## config.mk

```make
export PLATFORM = sky130hd
export DESIGN_NAME = prog_seq
export DESIGN_NICKNAME = d
export VERILOG_FILES = /design/src/rtl/seq_pkg.sv /design/src/rtl/seq_phase.sv /design/src/rtl/seq_cond.sv /design/src/rtl/seq_stack.sv /design/src/rtl/prog_seq.sv
export SDC_FILE = /design/constraint.sdc
export NUM_CORES = 1
export LEC_CHECK = 0
export BUFFER_PORTS_ARGS = -buffer_cell sky130_fd_sc_hd__buf_2
export CAP_MARGIN = 5
export CORE_ASPECT_RATIO = 0.9
export CORE_MARGIN = 3
export CORE_UTILIZATION = 61
export CTS_CLUSTER_DIAMETER = 150
export DETAILED_ROUTE_END_ITERATION = 10
export GPL_TIMING_DRIVEN = 0
export PLACE_DENSITY = 0.8
export SLEW_MARGIN = 0
export SYNTH_ARGS = -nofsm -noshare
export SYNTH_HDL_FRONTEND = slang
export SYNTH_SLANG_ARGS = --single-unit
export TNS_END_PERCENT = 50
```

## constraint.sdc

```tcl
create_clock -name clk -period 4.45 [get_ports clk]
set_clock_uncertainty 0.2 [all_clocks]
set_input_delay 0.445 -clock clk [delete_from_list [all_inputs] [get_ports clk]]
set_output_delay 0.445 -clock clk [all_outputs]
set_load 0.005 [all_outputs]
```

## src/rtl/seq_pkg.sv

```systemverilog
package seq_pkg;

  // Decoded operation kinds presented by the instruction decoder.
  localparam logic [1:0] OPK_NEXT = 2'd0;
  localparam logic [1:0] OPK_JUMP = 2'd1;
  localparam logic [1:0] OPK_CALL = 2'd2;
  localparam logic [1:0] OPK_RET  = 2'd3;

  // Condition codes for jump and call.
  localparam logic [2:0] CC_ALWAYS = 3'd0;
  localparam logic [2:0] CC_ZSET   = 3'd1;
  localparam logic [2:0] CC_ZCLR   = 3'd2;
  localparam logic [2:0] CC_CSET   = 3'd3;
  localparam logic [2:0] CC_CCLR   = 3'd4;

  typedef enum logic {
    PH_FETCH = 1'b0,
    PH_EXEC  = 1'b1
  } phase_e;

  // Condition evaluation; unlisted codes behave as "always".
  function automatic logic cond_holds(input logic [2:0] cc,
                                      input logic      cy,
                                      input logic      zf);
    logic r;
    unique case (cc)
      CC_ZSET: r = zf;
      CC_ZCLR: r = ~zf;
      CC_CSET: r = cy;
      CC_CCLR: r = ~cy;
      default: r = 1'b1;
    endcase
    return r;
  endfunction

  // Operations that touch the stack and therefore block interrupt entry.
  function automatic logic is_stack_op(input logic [1:0] k);
    return (k == OPK_CALL) || (k == OPK_RET);
  endfunction

endpackage

```

## src/rtl/seq_phase.sv

```systemverilog
module seq_phase
  import seq_pkg::*;
(
  input  logic clk,
  input  logic rst,
  output logic exec_phase,
  output logic boundary
);

  phase_e phase_q;

  always_ff @(posedge clk) begin
    if (rst) phase_q <= PH_FETCH;
    else     phase_q <= (phase_q == PH_FETCH) ? PH_EXEC : PH_FETCH;
  end

  assign exec_phase = (phase_q == PH_EXEC);
  // The edge closing an execute cycle is the instruction boundary.
  assign boundary   = (phase_q == PH_EXEC);

endmodule

```

## src/rtl/seq_cond.sv

```systemverilog
module seq_cond
  import seq_pkg::*;
(
  input  logic [2:0] cc,
  input  logic       cy,
  input  logic       zf,
  output logic       cond_ok
);

  assign cond_ok = cond_holds(cc, cy, zf);

endmodule

```

## src/rtl/seq_stack.sv

```systemverilog
module seq_stack #(
  parameter int W     = 10,
  parameter int DEPTH = 16
) (
  input  logic         clk,
  input  logic         rst,
  input  logic         push,
  input  logic         pop,
  input  logic [W-1:0] push_data,
  output logic [W-1:0] top_data,
  output logic         empty,
  output logic         full,
  output logic         ovf_evt,
  output logic         unf_evt,
  output logic         ovf_flag,
  output logic         unf_flag
);

  localparam int PTR_W = (DEPTH > 1) ? $clog2(DEPTH) : 1;
  localparam int CNT_W = $clog2(DEPTH + 1);
  localparam logic [PTR_W-1:0] LAST_IDX = PTR_W'(DEPTH - 1);
  localparam logic [CNT_W-1:0] FULL_CNT = CNT_W'(DEPTH);

  // Circular index helpers, correct for any depth.
  function automatic logic [PTR_W-1:0] idx_up(input logic [PTR_W-1:0] p);
    return (p == LAST_IDX) ? '0 : p + 1'b1;
  endfunction

  function automatic logic [PTR_W-1:0] idx_dn(input logic [PTR_W-1:0] p);
    return (p == '0) ? LAST_IDX : p - 1'b1;
  endfunction

  logic [W-1:0]     slots [DEPTH];
  logic [PTR_W-1:0] wr_idx;   // slot the next push writes
  logic [CNT_W-1:0] fill;
  logic [PTR_W-1:0] rd_idx;

  assign rd_idx   = idx_dn(wr_idx);
  assign top_data = slots[rd_idx];
  assign empty    = (fill == '0);
  assign full     = (fill == FULL_CNT);
  assign ovf_evt  = push & full;
  assign unf_evt  = pop & empty;

  // A push onto a full stack writes over the oldest slot: the circular
  // write index already points at it, so only the count saturates.
  always_ff @(posedge clk) begin
    if (push) slots[wr_idx] <= push_data;
  end

  always_ff @(posedge clk) begin
    if (rst) begin
      wr_idx <= '0;
      fill   <= '0;
    end else if (push) begin
      wr_idx <= idx_up(wr_idx);
      if (!full) fill <= fill + 1'b1;
    end else if (pop && !empty) begin
      wr_idx <= rd_idx;
      fill   <= fill - 1'b1;
    end
  end

  always_ff @(posedge clk) begin
    if (rst) begin
      ovf_flag <= 1'b0;
      unf_flag <= 1'b0;
    end else begin
      if (ovf_evt) ovf_flag <= 1'b1;
      if (unf_evt) unf_flag <= 1'b1;
    end
  end

endmodule

```

## src/rtl/prog_seq.sv

```systemverilog
module prog_seq
  import seq_pkg::*;
#(
  parameter int              PC_W        = 10,
  parameter int              STACK_DEPTH = 16,
  parameter logic [PC_W-1:0] IRQ_VECTOR  = '0
) (
  input  logic            clk,
  input  logic            rst,
  input  logic [1:0]      op_kind,
  input  logic [2:0]      op_cond,
  input  logic [PC_W-1:0] op_target,
  input  logic            flag_c,
  input  logic            flag_z,
  input  logic            irq_req,
  output logic [PC_W-1:0] pc_addr,
  output logic            exec_phase,
  output logic            irq_ack,
  output logic            stk_overflow,
  output logic            stk_underflow
);

  // Sequential address, wrapping at the top of program space.
  function automatic logic [PC_W-1:0] pc_inc(input logic [PC_W-1:0] p);
    return p + 1'b1;
  endfunction

  // Named internal events, visible to the bound checker.
  logic            boundary;
  logic            cond_ok;
  logic [PC_W-1:0] pc_q;
  logic [PC_W-1:0] pc_d;
  logic [PC_W-1:0] seq_next;
  logic [PC_W-1:0] flow_next;
  logic            call_taken;
  logic            ret_req;
  logic            irq_take;
  logic            push_en;
  logic            pop_en;
  logic [PC_W-1:0] push_data;
  logic [PC_W-1:0] stk_top;
  logic            stk_empty;
  logic            stk_full;
  logic            ovf_evt;
  logic            unf_evt;
  logic            ack_q;

  seq_phase u_phase (
    .clk        (clk),
    .rst        (rst),
    .exec_phase (exec_phase),
    .boundary   (boundary)
  );

  seq_cond u_cond (
    .cc      (op_cond),
    .cy      (flag_c),
    .zf      (flag_z),
    .cond_ok (cond_ok)
  );

  seq_stack #(
    .W     (PC_W),
    .DEPTH (STACK_DEPTH)
  ) u_stack (
    .clk       (clk),
    .rst       (rst),
    .push      (push_en),
    .pop       (pop_en),
    .push_data (push_data),
    .top_data  (stk_top),
    .empty     (stk_empty),
    .full      (stk_full),
    .ovf_evt   (ovf_evt),
    .unf_evt   (unf_evt),
    .ovf_flag  (stk_overflow),
    .unf_flag  (stk_underflow)
  );

  // Resolve the decoded operation into the address it leads to.
  always_comb begin
    seq_next   = pc_inc(pc_q);
    flow_next  = seq_next;
    call_taken = 1'b0;
    ret_req    = 1'b0;
    unique case (op_kind)
      OPK_JUMP: if (cond_ok) flow_next = op_target;
      OPK_CALL: begin
        if (cond_ok) begin
          flow_next  = op_target;
          call_taken = 1'b1;
        end
      end
      OPK_RET: begin
        ret_req   = 1'b1;
        flow_next = stk_empty ? '0 : stk_top;
      end
      default: flow_next = seq_next;
    endcase
  end

  // Interrupt entry only at a boundary, and never alongside a stack op,
  // so at most one push or pop happens per instruction.
  assign irq_take  = boundary & irq_req & ~is_stack_op(op_kind);
  assign push_en   = boundary & (call_taken | irq_take);
  assign pop_en    = boundary & ret_req;
  assign push_data = irq_take ? flow_next : seq_next;

  always_comb begin
    if (!boundary)     pc_d = pc_q;
    else if (irq_take) pc_d = IRQ_VECTOR;
    else               pc_d = flow_next;
  end

  always_ff @(posedge clk) begin
    if (rst) begin
      pc_q  <= '0;
      ack_q <= 1'b0;
    end else begin
      pc_q  <= pc_d;
      ack_q <= irq_take;
    end
  end

  assign pc_addr = pc_q;
  assign irq_ack = ack_q;

endmodule

```

==> Flow_metrics.wiki <==
{| class="wikitable"
! Metric !! Value
|-
| Headroom to the max-slew limit || 13.9%
|-
| Share of post-route cells with drive strength above 1 || 21.5%
|-
| Placed wire-length estimate after detailed placement || 11900 um
|-
| Avg Inst Size Synth || 15.0 um^2
|-
| Leftover overflow at the end of global routing || 0
|-
| CP Class || reg -> reg
|-
| Worst EP required || 4.30 ns
|-
| Area grow syn2layout || 13.1%
|-
| Fmax || 0.240 GHz
|-
| Height of the die || 114 um
|-
| Critical path buffer and inverter count || 3
|-
| Hold crit path type || in -> reg
|-
| Max H-tree Level || 4
|-
| Main synth FF type || edfxtp_1
|-
| Wire per inst || 24.6 um
|-
| Power density over the cells || 456 nW/um^2
|-
| Worst supply voltage drop on vdd || 474 uV
|-
| Maximum number of pins on one net before global-route repair || 17
|-
| Yosys top cell by area || edfxtp_1
|-
| Post-cts resize count || 0
|-
| TritonCTS Buffers || 17
|-
| Number of buffers on the longest clock path || 2
|-
| Clock latency reported for the late side of the worst-skew pair || 0.43 ns
|-
| Worst slack on hold paths || 0.0574 ns
|-
| Pwr Total || 4.10 mW
|-
| RSZ-0062 raised after global routing || false
|-
| Cell types occupying the most area after synthesis || edfxtp_1, mux4_2, dfxtp_1
|-
| Vias after detailed routing || 5011
|-
| EDFF count, synth || 160
|-
| Die Area || 14400 um^2
|-
| Clock root buffer || clkbuf_16
|-
| Ratio of final minimum period to clock period || 93.7%
|-
| Post-synth ARST share || 0%
|-
| Global-route wire length before repair || 29200 um
|-
| Actual transition at the worst max-transition pin || 1.29 ns
|-
| Family with the most delay on the worst path || compound AO/OA/AOI/OAI gates
|-
| Final total negative setup slack || 0 ns
|-
| Post-placement cell count || 723
|-
| Total setup buffers inserted after CTS || 0
|-
| Highest fanout seen on the critical path || 16
|-
| Met3 track demand over resource || 7.65%
|-
| Number of distinct standard cells referenced by the synthesized netlist || 63
|-
| Max cap viols || 0
|-
| Inserted Diodes || 0
|-
| Cell-by-cell trace of the critical path || buf_4 -> inv_1 -> ha_1 -> or3b_1 -> buf_6 -> nor3b_2 -> a22o_1 -> nor3_1 -> o32a_1 -> a22oi_1
|-
| Met2 track utilization from global routing || 41.3%
|-
| Via count of the first global-routing pass || 5022
|-
| Setup crit start kind || flop
|-
| Final Max Tran Viols || 0
|-
| Number of warnings reported in the yosys synthesis log || 0
|-
| Antenna violations before repair || 0
|-
| Post-synthesis net count || 562
|-
| Total of flip-flops plus latches after synthesis || 183
|-
| Core Box Area || 12400 um^2
|-
| Post-layout minimum cycle time || 4.17 ns
|-
| Master of the slowest instance on the critical path || a22oi_1
|-
| Clock-pin slew on the worst setup and hold paths || 0.07 ns
|-
| Ratio of routed vias to standard cells || 6.60
|-
| First DRT Iteration DRCs || 704
|-
| DIE WIDTH || 126 um
|-
| Proportion of synthesized chip area in sequential cells || 66.3%
|-
| Input/output buffers || 33
|-
| Hold bufs inserted after CTS || 0
|-
| Total GRT Usage || 27.5%
|-
| Global Route met1 Usage || 39.7%
|-
| Mapped Cells || 529
|-
| Starting density of the core || 64.0%
|-
| Drt first pass iters || 5
|-
| Critical Path AT || 4.02 ns
|-
| Final ANT Viol Nets || 0
|-
| Final setup violating endpoints || 0
|-
| Final hold violation count || 0
|-
| Post-synth top area share || 60.5%
|-
| Placement row count || 38
|-
| Run status || finished clean
|-
| Remaining design rule violation count || 0
|-
| Fraction of the core area covered by cells at the end of the flow || 72.4%
|-
| Crit path largest cell delay || 0.95 ns
|-
| CTS sink cnt || 183
|-
| Layout Cells excl Fill || 759
|-
| Most Used Layer, Global Route || met2
|-
| Routed Wire Length || 18700 um
|-
| Synthesized cell area || 7940 um^2
|-
| LEAKAGE || 3.10 nW
|-
| Top-level I/O count || 34
|-
| Crit end category || flop
|-
| CTS tree || done
|-
| Placer's final routability congestion estimate || 0.932
|-
| Number of nets in the layout || 619
|}
==> placed cells by master, fill, tap and decap left out, drive strengths merged, types with 3 or more instances in the layout <==
cell type,instances
nand2,37
nand3,8
and3,3
buf,53
clkinv,7
nor3,13
o22ai,12
a222oi,3
a22o,16
inv,15
a21o,3
mux2i,3
nor2,41
a22oi,11
o21ai,24
ha,12
dfxtp,23
xor2,3
mux4,32
nor3b,3
and2,4
xnor2,9
o221ai,5
nor2b,10
a21oi,20
clkbuf,28
edfxtp,160
bufinv,4
==> worst paths after layout <==
check / endpoint / slack (ns) / start / depth (start not counted)
max: u_stack.slots[6][2] / 0.28 / u_stack.wr_idx[0] / 10
min: u_stack.fill[1] / 0.06 / rst / 2
max reg2reg: u_stack.slots[6][2] / 0.28 / u_stack.wr_idx[0] / 10
min reg2reg: u_stack.ovf_flag / 0.27 / u_stack.ovf_flag / 2
==> final cells by class <==
cell class | instances | area, um^2
clock buffer | 17 | 425
sequential | 183 | 5270
tap | 160 | 200
clock inverter | 15 | 200
timing repair buffer | 38 | 208
buffer | 26 | 134
fill | 769 | 3420
multi-input combinational | 307 | 2500
inverter | 13 | 48.8
==> cells in the mapped netlist, types with 4 or more instances <==
master and count:
edfxtp_1 160, nor2_1 41, nand2_1 36, mux4_2 32
dfxtp_1 23, o21ai_0 21, a21oi_1 19, a22o_1 16
nor3_1 13, ha_1 12, inv_1 12, o22ai_1 12
a22oi_1 10, buf_2 10, clkbuf_1 10, nor2b_1 10
xnor2_1 9, nand3_1 8, o221ai_1 5, and2_1 4
==> metal layers <==
metal	vias up	part of all wire [%]
met5	-	0
met2	296	46
met1	2480	40
met3	34	12
met4	0	2.3
li1	2201	-
==> power breakdown <==
part           internal [mW]  total, mW  leakage [nW]  switching [mW]
Clock                  0.944       1.59         0.300           0.650
Sequential              1.92       1.94          1.65          0.0255
Combinational          0.225      0.564          1.15           0.339
==> kinds of logic (layout without fill, tap and decap cells) <==
logic type	count (synthesis)	in the layout	synth area share [%]
and+or+nand+nor	128	128	7.53
buffers and inverters	39	109	2.30
AOI/OAI and AO/OA	118	118	10.8
adders and majority gates	13	13	2.14
DFF	183	183	66.3
muxes	36	36	9.64
xor gates and xnor gates	12	12	1.32
==> flip-flops by register name (all words and copies together) (netlist names) <==
signal and count:
u_stack.wr_idx 4, u_stack.unf_flag 1, irq_ack 1, u_stack.ovf_flag 1, u_stack.slots 160, u_stack.fill 5
u_phase.boundary 1, pc_addr 10
==> worst register-to-register path: stages, from the launching register on <==
cell and delay [ns]:
dfxtp_1 0.44, buf_4 0.23, inv_1 0.13, ha_1 0.29, or3b_1 0.21, buf_6 0.13, nor3b_2 0.55, a22o_1 0.23
nor3_1 0.06, o32a_1 0.37, a22oi_1 0.95
==> metrics by stage <==
stage	setup slack, ns	instance area [um^2]
floorplan	1.29	7940
global placement	0.281	8310
detailed placement	0.180	8310
CTS	0.124	8940
global route	0.00487	8990
finish	0.279	8990
(Power assumes the default switching activity.)
